**config.mk**
```make
export PLATFORM = sky130hd
export DESIGN_NAME = strap_cfg_top
export DESIGN_NICKNAME = d
export VERILOG_FILES = /design/src/rtl/strap_pkg.sv /design/src/rtl/strap_latch.sv /design/src/rtl/pad_dir.sv /design/src/rtl/code_select.sv /design/src/rtl/strap_cfg_top.sv
export SDC_FILE = /design/constraint.sdc
export NUM_CORES = 1
export LEC_CHECK = 0
export ABC_AREA = 1
export BUFFER_PORTS_ARGS = -buffer_cell sky130_fd_sc_hd__buf_4
export CAP_MARGIN = 40
export CORE_MARGIN = 3
export CORE_UTILIZATION = 30
export DETAILED_ROUTE_END_ITERATION = 8
export GPL_ROUTABILITY_DRIVEN = 0
export PLACE_DENSITY_LB_ADDON = 0.1
export SETUP_SLACK_MARGIN = 0.05
export SYNTH_ARGS = -nofsm -noshare
export SYNTH_HDL_FRONTEND = slang
export SYNTH_SLANG_ARGS = --single-unit
```
**constraint.sdc**
```tcl
create_clock -name clk -period 1.32 [get_ports clk]
set_input_delay 0.198 -clock clk [delete_from_list [all_inputs] [get_ports clk]]
set_output_delay 0.198 -clock clk [all_outputs]
set_load 0.05 [all_outputs]
```
**src/rtl/strap_pkg.sv**
```systemverilog
package strap_pkg;
  localparam int unsigned STRAP_W  = 5;
  localparam int unsigned BYTE_W   = 8;
  localparam int unsigned SRC_BIT  = 3;
  localparam int unsigned MSB_SRC  = 2;
  localparam int unsigned LOW_LSB  = 4;
  localparam int unsigned LOW_W    = STRAP_W - 1;

  typedef logic [STRAP_W-1:0] code_t;

  function automatic code_t byte_to_code(input logic [BYTE_W-1:0] b);
    return {b[MSB_SRC], b[LOW_LSB +: LOW_W]};
  endfunction
endpackage

```
**src/rtl/strap_latch.sv**
```systemverilog
module strap_latch #(
  parameter int unsigned W = 5
) (
  input  logic         clk,
  input  logic         rst_n,
  input  logic [W-1:0] pad_in,
  output logic [W-1:0] strap_q
);
  for (genvar i = 0; i < W; i++) begin : g_bit
    logic cap_q;
    always_ff @(posedge clk) begin
      if (!rst_n) cap_q <= pad_in[i];
    end
    assign strap_q[i] = cap_q;
  end
endmodule

```
**src/rtl/pad_dir.sv**
```systemverilog
module pad_dir #(
  parameter int unsigned W = 5
) (
  input  logic         clk,
  input  logic         rst_n,
  output logic [W-1:0] pad_oe
);
  for (genvar i = 0; i < W; i++) begin : g_pad
    logic oe_q;
    always_ff @(posedge clk) begin
      if (!rst_n) oe_q <= 1'b0;
      else        oe_q <= 1'b1;
    end
    assign pad_oe[i] = oe_q;
  end
endmodule

```
**src/rtl/code_select.sv**
```systemverilog
module code_select
  import strap_pkg::*;
(
  input  logic              clk,
  input  logic              rst_n,
  input  code_t             pad_in,
  input  code_t             strap_q,
  input  logic              cfg_wr,
  input  logic [BYTE_W-1:0] cfg_byte,
  output code_t             freq_code
);
  code_t code_q;
  code_t code_d;

  always_comb begin
    code_d = code_q;
    if (cfg_wr) code_d = cfg_byte[SRC_BIT] ? byte_to_code(cfg_byte) : strap_q;
  end

  always_ff @(posedge clk) begin
    if (!rst_n) code_q <= pad_in;
    else        code_q <= code_d;
  end

  assign freq_code = code_q;
endmodule

```
**src/rtl/strap_cfg_top.sv**
```systemverilog
module strap_cfg_top
  import strap_pkg::*;
(
  input  logic              clk,
  input  logic              rst_n,
  input  logic [4:0]        pad_in,
  input  logic              cfg_wr,
  input  logic [7:0]        cfg_byte,
  output logic [4:0]        pad_oe,
  output logic [4:0]        strap_q,
  output logic [4:0]        freq_code,
  output logic [2:0]        rdbk_hi,
  output logic [1:0]        rdbk_lo
);
  code_t strap_w;

  strap_latch #(.W(STRAP_W)) u_latch (
    .clk(clk), .rst_n(rst_n), .pad_in(pad_in), .strap_q(strap_w)
  );

  pad_dir #(.W(STRAP_W)) u_dir (
    .clk(clk), .rst_n(rst_n), .pad_oe(pad_oe)
  );

  code_select u_sel (
    .clk(clk), .rst_n(rst_n), .pad_in(pad_in), .strap_q(strap_w),
    .cfg_wr(cfg_wr), .cfg_byte(cfg_byte), .freq_code(freq_code)
  );

  assign strap_q = strap_w;
  assign rdbk_hi = {strap_w[3], strap_w[0], strap_w[2]};
  assign rdbk_lo = {strap_w[4], strap_w[1]};
endmodule

```
==> metrics.yaml, run 1 <==
final.setup.worst_slack_ns: 0.236
clkLatencyLatePin_ns: 0.26
drc_errors: 0
cts.sinks: 11
tightest_slew_ns: 0.240
rsz0062_at_grt: "no"
seq_area_frac_synth: 0.548
path_depth: 1
die_x_um: 50.1
synthTopCellsByCount: "nand2_1 (20), buf_4 (15), inv_1 (11), edfxtp_1 (10), nand3_1 (5)"
tns_ns: 0
vias: 432
dr.pass1.iters: 2
placed_area_um2: 758
synth_seq_cells: 11
cts_buffers: 3
syn-num-nets: 80
finish.utilization: 0.440
final_cell_area_um2: 785
async_reset_ff_frac: 0
drt_wl_total_mm: 1.08
yosysWarnings: 0
p_int_mw: 0.629
period_minus_slack_ns: 1.08
finalHoldViolCount: 0
clock_skew_ns: 0.000165
wl_per_cell_um: 9.64
coreArea_um2: 1780
switching_share: 0.351
hold_slack_ns: 0.112
reg2reg_depth: 4
worstPathRequired_ns: 1.12
ir_drop_mv: 0.591
cp_max_fo: 3
ctsHoldBuffers: 0
power.leakage_nw: 0.417
io_pins: 36
synth_top_area_frac: 0.514
path_cells: "buf_4"
p_clk_frac: 0.228
crit_family: "flip-flops"
setup_viol_count_final: 0
clk_pin_slew_ns: 0.07
postCtsSetupRepairBufs: 0
grt_pass1_wl_mm: 1.67
grt_usage: 0.0911
viasPerCell: 3.86
syn-instance-count: 64
cts_tree: "built"
diodes: 0
synth-edff-count: 10
status: "complete, no violations"
htree_levels: 1
grt_max_degree: 11
synthDistinctLibCells: 8
cpPeakStageDelay_ns: 0.42
yosysMostFrequentCell: "nand2_1"
cap_violations: 0
cts_root_buf: "clkbuf_4"
fin_nets: 104
die_height_um: 50.1
area_growth_pct: 34.3
synth_area_per_cell_um2: 9.13
drt-initial-drc-count: 1
power_density_nw_per_um2: 1240
critPathBufInv: 1
cts_resized: 0
total_power_mw: 0.969
critPathCaptureType: "output port"
synth-main-ff-cell: "edfxtp_1"
ant_nets: 0
final_cells: 112
critPathSlowestCell: "edfxtp_1"
start_kind: "flop"
syn_area_um2: 584
dp_hpwl_um: 838
drive_gt1_frac: 0.437
dieArea_um2: 2510
slew_viol_final: 0
cts_buffer_depth: 2
criticalPathCategory: "flop to output port"
power_switching_mw: 0.340
antenna_found_initial: 0
rows: 15
seq_power_share: 0.443
pre_cts_slack_ns: 0.366
hp-class: "primary input to flop"
crit_arrival_ns: 0.89
timing.slew.headroom: 0.840
max_freq_mhz: 922
grt_overflow: 0
synth_area_leaders: "edfxtp_1 (51%), buf_4 (19%), nand2_1 (13%), inv_1 (7.1%), nand3_1 (4.3%)"
period_share: 0.821
dp_cells: 108
hold_depth: 1
start_util: 0.328
combPwrFrac: 0.329
port_buffers: 33
synth_top_area_cell: "edfxtp_1"
grt_pass1_vias: 398
[layer usage]
layer	global-route usage	vias up	part of all wire
met4	0.0415	0	0
met2	0.150	19	0.49
met1	0.106	186	0.42
met5	0	-	0
li1	-	227	-
met3	0.0297	0	0.087
[final cells by class]
cell class                 count  area (um^2)
inverter                      12         45.0
tap                           25         31.3
fill                         185          998
timing repair buffer          34          255
clock buffer                   4         26.3
sequential                    11          320
multi-input combinational     26          106
[worst paths after layout]
kind,from,end,slack (ns)
min reg2reg,u_latch.g_bit[3].cap_q$_DFFE_PN_,u_sel.freq_code[3]$_DFFE_PP_,0.68
min,rst_n,u_dir.g_pad[0].oe_q$_DFF_P_,0.11
max,u_latch.g_bit[4].cap_q$_DFFE_PN_,rdbk_lo[1],0.24
max reg2reg,u_latch.g_bit[4].cap_q$_DFFE_PN_,u_sel.freq_code[4]$_DFFE_PP_,0.43
[power groups by stage]
stage / clock network (mW) / registers, mW / logic [mW]
final: 0.221 / 0.429 / 0.319
after floorplan: 0 / 0.488 / 0.198
after CTS: 0.234 / 0.430 / 0.323
after global routing: 0.259 / 0.434 / 0.335
after global placement: 0 / 0.436 / 0.322
after detailed placement: 0 / 0.437 / 0.322
[cells by family (layout without fill, tap and decap cells)]
logic type / count (synthesis) / in the layout / share of synthesized area
buf+inv: 27 / 50 / 0.270
simple gates: 26 / 26 / 0.182
flops: 11 / 11 / 0.548
[flip-flops by register name (all words and copies together) (netlist names)]
signal and cells:
u_dir.g_pad.oe_q 1, u_latch.g_bit.cap_q 5, u_sel.freq_code 5
[layout by cell type (no fill, tap or decap)]
cell type	count
buf_4	34
clkbuf_1	1
clkbuf_4	3
dfxtp_1	1
edfxtp_1	10
inv_1	11
inv_2	1
nand2_1	20
nand3_1	5
or2_1	1
Power figures use the tool's default switching activity.
==> inputs of run 2 (changes only) <==
--- a/config.mk
+++ b/config.mk
@@ -5,7 +5,7 @@
 export SDC_FILE = /design/constraint.sdc
 export NUM_CORES = 1
 export LEC_CHECK = 0
-export ABC_AREA = 1
+export ABC_AREA = 0
 export BUFFER_PORTS_ARGS = -buffer_cell sky130_fd_sc_hd__buf_4
 export CAP_MARGIN = 40
 export CORE_MARGIN = 3
==> constraint.sdc (replaced) <==
create_clock -name clk -period 1.05 [get_ports clk]
set_input_delay 0.1575 -clock clk [delete_from_list [all_inputs] [get_ports clk]]
set_output_delay 0.1575 -clock clk [all_outputs]
set_load 0.05 [all_outputs]
==> run 2 against run 1 <==
Compared with the run above: worst hold slack lost 0.033 ns; first-iteration DRC count grew to 3.0 times the previous value; area after synthesis shrank 4.9%; highest routed layer unchanged; sequential cell count is the same; sequential share of layout area shrank 1.2 points.
==> metrics.yaml, run 2 <==
start_util: 0.341  # +0.0133
rsz0062_at_grt: "yes"
power_density_nw_per_um2: 1530  # +24%
dr.pass1.iters: 3  # +1
period_share: 0.996
synth_top_area_cell: "edfxtp_1"
period_minus_slack_ns: 1.05
synth_top_area_frac: 0.541  # +0.0266
setup_viol_count_final: 0  # unchanged
fillers: 156  # -16%
min_from: "pad_in[1]"
die_height_um: 49.0  # -2.2%
status: "complete, no violations"
synth_area_leaders: "edfxtp_1 (54%), buf_4 (22%), mux2i_1 (9.0%), a21oi_1 (4.5%), dfxtp_1 (3.6%)"
rrSetupSlack_ns: 0.02  # -0.41 ns
critPathBufInv: 1  # unchanged
reg2reg_depth: 3  # -1
io_pins: 36  # unchanged
antenna_found_initial: 0  # unchanged
vias: 359  # -17%
path_cells: "buf_4"
synth_area_per_cell_um2: 12.3  # +35%
total_power_mw: 1.26  # +29%
clock_skew_ns: 0.00401  # +0.00384 ns
synthDistinctLibCells: 9  # +1
critPathSlowestCell: "edfxtp_1"
hp-class: "primary input to flop"
power.leakage_nw: 0.366  # -12%
ir_drop_mv: 0.919  # +56%
final_cell_area_um2: 818  # +4.3%
synth_seq_cells: 11  # unchanged
port_buffers: 33  # unchanged
clk_pin_slew_ns: 0.07  # about the same
cts_buffer_depth: 2  # unchanged
synthTopCellsByCount: "buf_4 (16), edfxtp_1 (10), a21oi_1 (5), mux2i_1 (5), nor2_1 (5)"
drive_gt1_frac: 0.576  # +0.139
dieArea_um2: 2400  # -4.3%
htree_levels: 1  # unchanged
cp_max_fo: 3  # unchanged
ant_nets: 0  # unchanged
cts_tree: "built"
start_kind: "flop"
wl_per_cell_um: 10.6  # +9.7%
min_to: "u_latch.g_bit[1].cap_q$_DFFE_PN_"
layout_commonest_cell: "buf_4"
hold_depth: 1  # unchanged
die_x_um: 49.0  # -2.2%
drt-initial-drc-count: 3  # +2
synth-main-ff-cell: "edfxtp_1"
placed_area_um2: 702  # -7.4%
grt_overflow: 0  # unchanged
cts_buffers: 3  # unchanged
async_reset_ff_frac: 0  # unchanged
syn-instance-count: 45  # -30%
rows: 14  # -1
timing.rr.end: "u_sel.freq_code[4]$_DFFE_PP_"
syn_area_um2: 556  # -4.9%
yosysWarnings: 0  # unchanged
slew_viol_final: 0  # unchanged
reg2reg_from: "u_latch.g_bit[4].cap_q$_DFFE_PN_"
grt_pass1_wl_mm: 1.50  # -10%
synth-edff-count: 10  # unchanged
critPathCaptureType: "output port"
syn-num-nets: 61  # -24%
diodes: 0  # unchanged
drt_wl_total_um: 952  # -12%
grt_max_degree: 14  # +3
cap_violations: 0  # unchanged
viasPerCell: 3.99  # +3.4%
seq_area_frac_synth: 0.577  # +0.0284
crit_arrival_ns: 0.89  # about the same
final_cell_mix: "buf_4 (18), buf_6 (11), edfxtp_1 (10)"
fin_nets: 83  # -20%
area_growth_pct: 47.3
grt_usage: 0.0840  # -0.00710
drc_errors: 0  # unchanged
cts_root_buf: "clkbuf_4"
yosysMostFrequentCell: "buf_4"
worstPathRequired_ns: 0.89  # -0.23 ns
grt_pass1_vias: 326  # -18%
ctsHoldBuffers: 0  # unchanged
criticalPathCategory: "flop to output port"
max_freq_mhz: 956
tightest_slew_ns: 0.273  # +0.0330 ns
finalHoldViolCount: 0  # unchanged
crit_family: "flip-flops"
cpPeakStageDelay_ns: 0.42  # about the same
timing.slew.headroom: 0.818  # -0.0220
clkLatencyLatePin_ns: 0.26  # about the same
cts.sinks: 11  # unchanged
coreArea_um2: 1630  # -8.6%
run 2: worst max path at each step:
stage	depth (start not counted)	endpoint	from	slack, ns
6_report	1	rdbk_hi[1]	u_latch.g_bit[0].cap_q$_DFFE_PN_	0.004
5_1_grt	3	u_sel.freq_code[4]$_DFFE_PP_	u_latch.g_bit[4].cap_q$_DFFE_PN_	-0.05
4_1_cts	1	rdbk_lo[0]	u_latch.g_bit[1].cap_q$_DFFE_PN_	-0.01
3_5_place_dp	2	u_sel.freq_code[3]$_DFFE_PP_	rst_n	0.15
3_3_place_gp	2	u_sel.freq_code[3]$_DFFE_PP_	rst_n	0.15
2_1_floorplan	2	u_sel.freq_code[0]$_DFFE_PP_	u_latch.g_bit[0].cap_q$_DFFE_PN_	0.22
run 2: logic make-up after synthesis:
group	Yosys count	share of synthesized area
buf+inv	18	0.243
flops	11	0.577
simple gates	6	0.0451
compound gates	5	0.0450
mux	5	0.0901
run 2: metal layers:
metal	vias up	part of all wire	GRT usage	wire length [um]
met5	-	0	0	0
met4	0	0	0.0142	0
met3	0	0.11	0.0612	104
met2	24	0.46	0.133	439
met1	154	0.43	0.0913	408
li1	181	-	-	-
run 2: final cells by class:
cell class                      instances  area, um^2  share of cell area
Clock buffer                            4        26.3              0.0321
Inverter                                1        3.75             0.00459
Multi-Input combinational cell         16         100               0.122
Sequential cell                        11         324               0.396
Tap cell                               24        30.0              0.0367
Timing Repair Buffer                   34         334               0.408
run 2: where the power goes:
group          internal [mW]  total (mW)  switching, mW
registers              0.521       0.549         0.0286
logic                  0.161       0.428          0.267
clock network          0.147       0.278          0.131
total                  0.828        1.25          0.427
run 2: per-stage QoR:
step | setup slack [ns] | std cells | setup TNS [ns] | hold WS (ns) | util
final | 0.00392 | 90 | 0 | 0.0795 | 0.502
after global routing | -0.0539 | 90 | -0.455 | 0.0589 | 0.502
after CTS | -0.00998 | 89 | -0.0875 | 0.0682 | 0.465
after detailed placement | 0.146 | 85 | 0 | 0.347 | 0.431
after global placement | 0.154 | 85 | 0 | 0.346 | 0.431
after floorplan | 0.224 | 45 | 0 | 0.185 | -
run 2: repair_timing:
action | 4_1_cts | 5_1_grt
gates resized for setup | 9 | 14
buffers inserted | 0 | 1
setup endpoints to repair | 15 | 20
cloned | 0 | 0
pin swaps | 0 | 1
==> inputs of run 3 (changes only) <==
--- a/config.mk
+++ b/config.mk
@@ -8,7 +8,7 @@
 export ABC_AREA = 0
 export BUFFER_PORTS_ARGS = -buffer_cell sky130_fd_sc_hd__buf_4
 export CAP_MARGIN = 40
-export CORE_MARGIN = 3
+export CORE_MARGIN = 2
 export CORE_UTILIZATION = 30
 export DETAILED_ROUTE_END_ITERATION = 8
 export GPL_ROUTABILITY_DRIVEN = 0
==> run 3 against run 2 <==
Compared with the run above: global-route usage up 0.97 points; routed wire length up 2.9%; critical path type unchanged; largest power group unchanged; the flow now finishes with violations (negative setup slack); final area up 0.15%.
==> metrics.yaml, run 3 (synthesized netlist as in run 2, its figures left out) <==
status: "finished, violations left"
violations: "negative setup slack"
power_density_nw_per_um2: 1540  # +0.50%
port_buffers: 33  # unchanged
grt_pass1_wl_mm: 1.32  # -12%
period_share: 1.00  # +0.00511
critPathCaptureType: "output port"
diodes: 0  # unchanged
final_cell_area_um2: 820  # +0.15%
final.setup.worst_slack_ns: -0.00145  # -0.00536 ns
max_freq_mhz: 951  # -0.51%
start_kind: "flop"
critPathBufInv: 1  # unchanged
antenna_found_initial: 0  # unchanged
power.leakage_nw: 0.364  # -0.63%
tightest_slew_ns: 0.250  # -0.0230 ns
timing.rr.end: "u_sel.freq_code[4]$_DFFE_PP_"
cts.sinks: 11  # unchanged
finalHoldViolCount: 0  # unchanged
wl_per_cell_um: 10.9  # +2.9%
critPathSlowestCell: "edfxtp_1"
htree_levels: 1  # unchanged
drt_wl_total_um: 980  # +2.9%
worstPathRequired_ns: 0.89  # about the same
setup_viol_count_final: 2  # +2
dr.pass1.iters: 3  # unchanged
cap_violations: 0  # unchanged
period_minus_slack_ns: 1.05  # +0.00536 ns
rrSetupSlack_ns: 0.12  # +0.10 ns
reg2reg_depth: 2  # -1
grt_overflow: 0  # unchanged
cts_root_buf: "clkbuf_4"
cts_tree: "built"
drive_gt1_frac: 0.569  # -0.00653
hold_depth: 1  # unchanged
clock_skew_ns: 0.00291  # -0.00109 ns
ir_drop_mv: 1.04  # +13%
area_growth_pct: 47.5
cp_max_fo: 3  # unchanged
hold_slack_ns: 0.0751  # -0.00447 ns
grt_max_degree: 14  # unchanged
slew_viol_final: 0  # unchanged
dp_cells: 86  # +1.2%
crit_family: "flip-flops"
rsz0062_at_grt: "yes"
die_x_um: 47.0  # -4.1%
start_util: 0.322  # -0.0193
min_to: "u_latch.g_bit[4].cap_q$_DFFE_PN_"
clk_pin_slew_ns: 0.07  # about the same
hp-class: "primary input to flop"
cpPeakStageDelay_ns: 0.44  # +0.02 ns
coreArea_um2: 1730  # +6.0%
min_from: "pad_in[4]"
path_cells: "buf_6"
rows: 15  # +1
clkLatencyLatePin_ns: 0.26  # about the same
viasPerCell: 3.97  # -0.56%
grt_pass1_vias: 290  # -11%
drt-initial-drc-count: 8  # +5
final_cells: 90  # unchanged
grt_usage: 0.0937  # +0.00975
drc_errors: 0  # unchanged
fin_nets: 82  # -1.2%
timing.slew.headroom: 0.834  # +0.0153
layout_commonest_cell: "buf_4"
criticalPathCategory: "flop to output port"
postCtsSetupRepairBufs: 0  # unchanged
cts_buffer_depth: 2  # unchanged
die_height_um: 47.0  # -4.1%
ant_nets: 0  # unchanged
io_pins: 36  # unchanged
final_cell_mix: "buf_4 (15), buf_6 (13), edfxtp_1 (10)"
placed_area_um2: 703  # +0.18%
reg2reg_from: "u_latch.g_bit[4].cap_q$_DFFE_PN_"
dieArea_um2: 2210  # -8.0%
vias: 357  # -0.56%
cts_buffers: 3  # unchanged
crit_arrival_ns: 0.89  # about the same
-- run 3: changes by cell type in the layout (fill, tap and decap cells not counted), sizes merged --
cell / previous run / this run
buf: 34 / 33
-- run 3: how the worst max path moves through the flow --
stage | endpoint | start | depth (start not counted)
5_1_grt | rdbk_hi[1] | u_latch.g_bit[0].cap_q$_DFFE_PN_ | 1
4_1_cts | strap_q[0] | u_latch.g_bit[0].cap_q$_DFFE_PN_ | 1
6_report | strap_q[2] | u_latch.g_bit[2].cap_q$_DFFE_PN_ | 1
3_5_place_dp | u_sel.freq_code[0]$_DFFE_PP_ | u_latch.g_bit[0].cap_q$_DFFE_PN_ | 2
2_1_floorplan | u_sel.freq_code[0]$_DFFE_PP_ | u_latch.g_bit[0].cap_q$_DFFE_PN_ | 2
3_3_place_gp | u_sel.freq_code[0]$_DFFE_PP_ | u_latch.g_bit[0].cap_q$_DFFE_PN_ | 2
-- run 3: final cells by class --
| class | instances | area, um^2 |
|---|---|---|
| multi-input combinational | 16 | 100 |
| clock buffer | 4 | 26.3 |
| inverter | 1 | 3.75 |
| sequential | 11 | 324 |
| timing repair buffer | 33 | 334 |
| fill | 182 | 907 |
| tap | 25 | 31.3 |
-- run 3: where the power goes --
group / internal, mW / leakage, nW / total, mW / switching, mW
combinational: 0.161 / 0.241 / 0.428 / 0.267
sequential: 0.521 / 0.108 / 0.552 / 0.0307
clock: 0.147 / 0.0150 / 0.283 / 0.137
total: 0.829 / 0.364 / 1.26 / 0.434
-- run 3: stage by stage --
stage | utilization | worst slack (ns) | power (mW) | TNS (ns)
2_1_floorplan | - | 0.224 | 0.864 | 0
3_3_place_gp | 0.407 | 0.162 | 0.942 | 0
3_5_place_dp | 0.407 | 0.141 | 0.943 | 0
4_1_cts | 0.449 | -0.0105 | 1.25 | -0.0351
5_1_grt | 0.475 | -0.0419 | 1.32 | -0.342
6_report | 0.475 | -0.00145 | 1.26 | -0.00218
-- run 3: per-layer routing --
metal / GRT usage / routed length (um) / share of wire
met5: 0 / 0 / 0
met4: 0.0167 / 0 / 0
met3: 0.0692 / 77 / 0.079
met2: 0.121 / 464 / 0.47
met1: 0.128 / 439 / 0.45
-- run 3: what timing repair did --
item	in CTS	in global routing
endpoints found under the setup margin	17	20
pin swaps	0	0
gates resized for setup	13	12
endpoints found under the hold margin	0	0
hold buffers	0	0
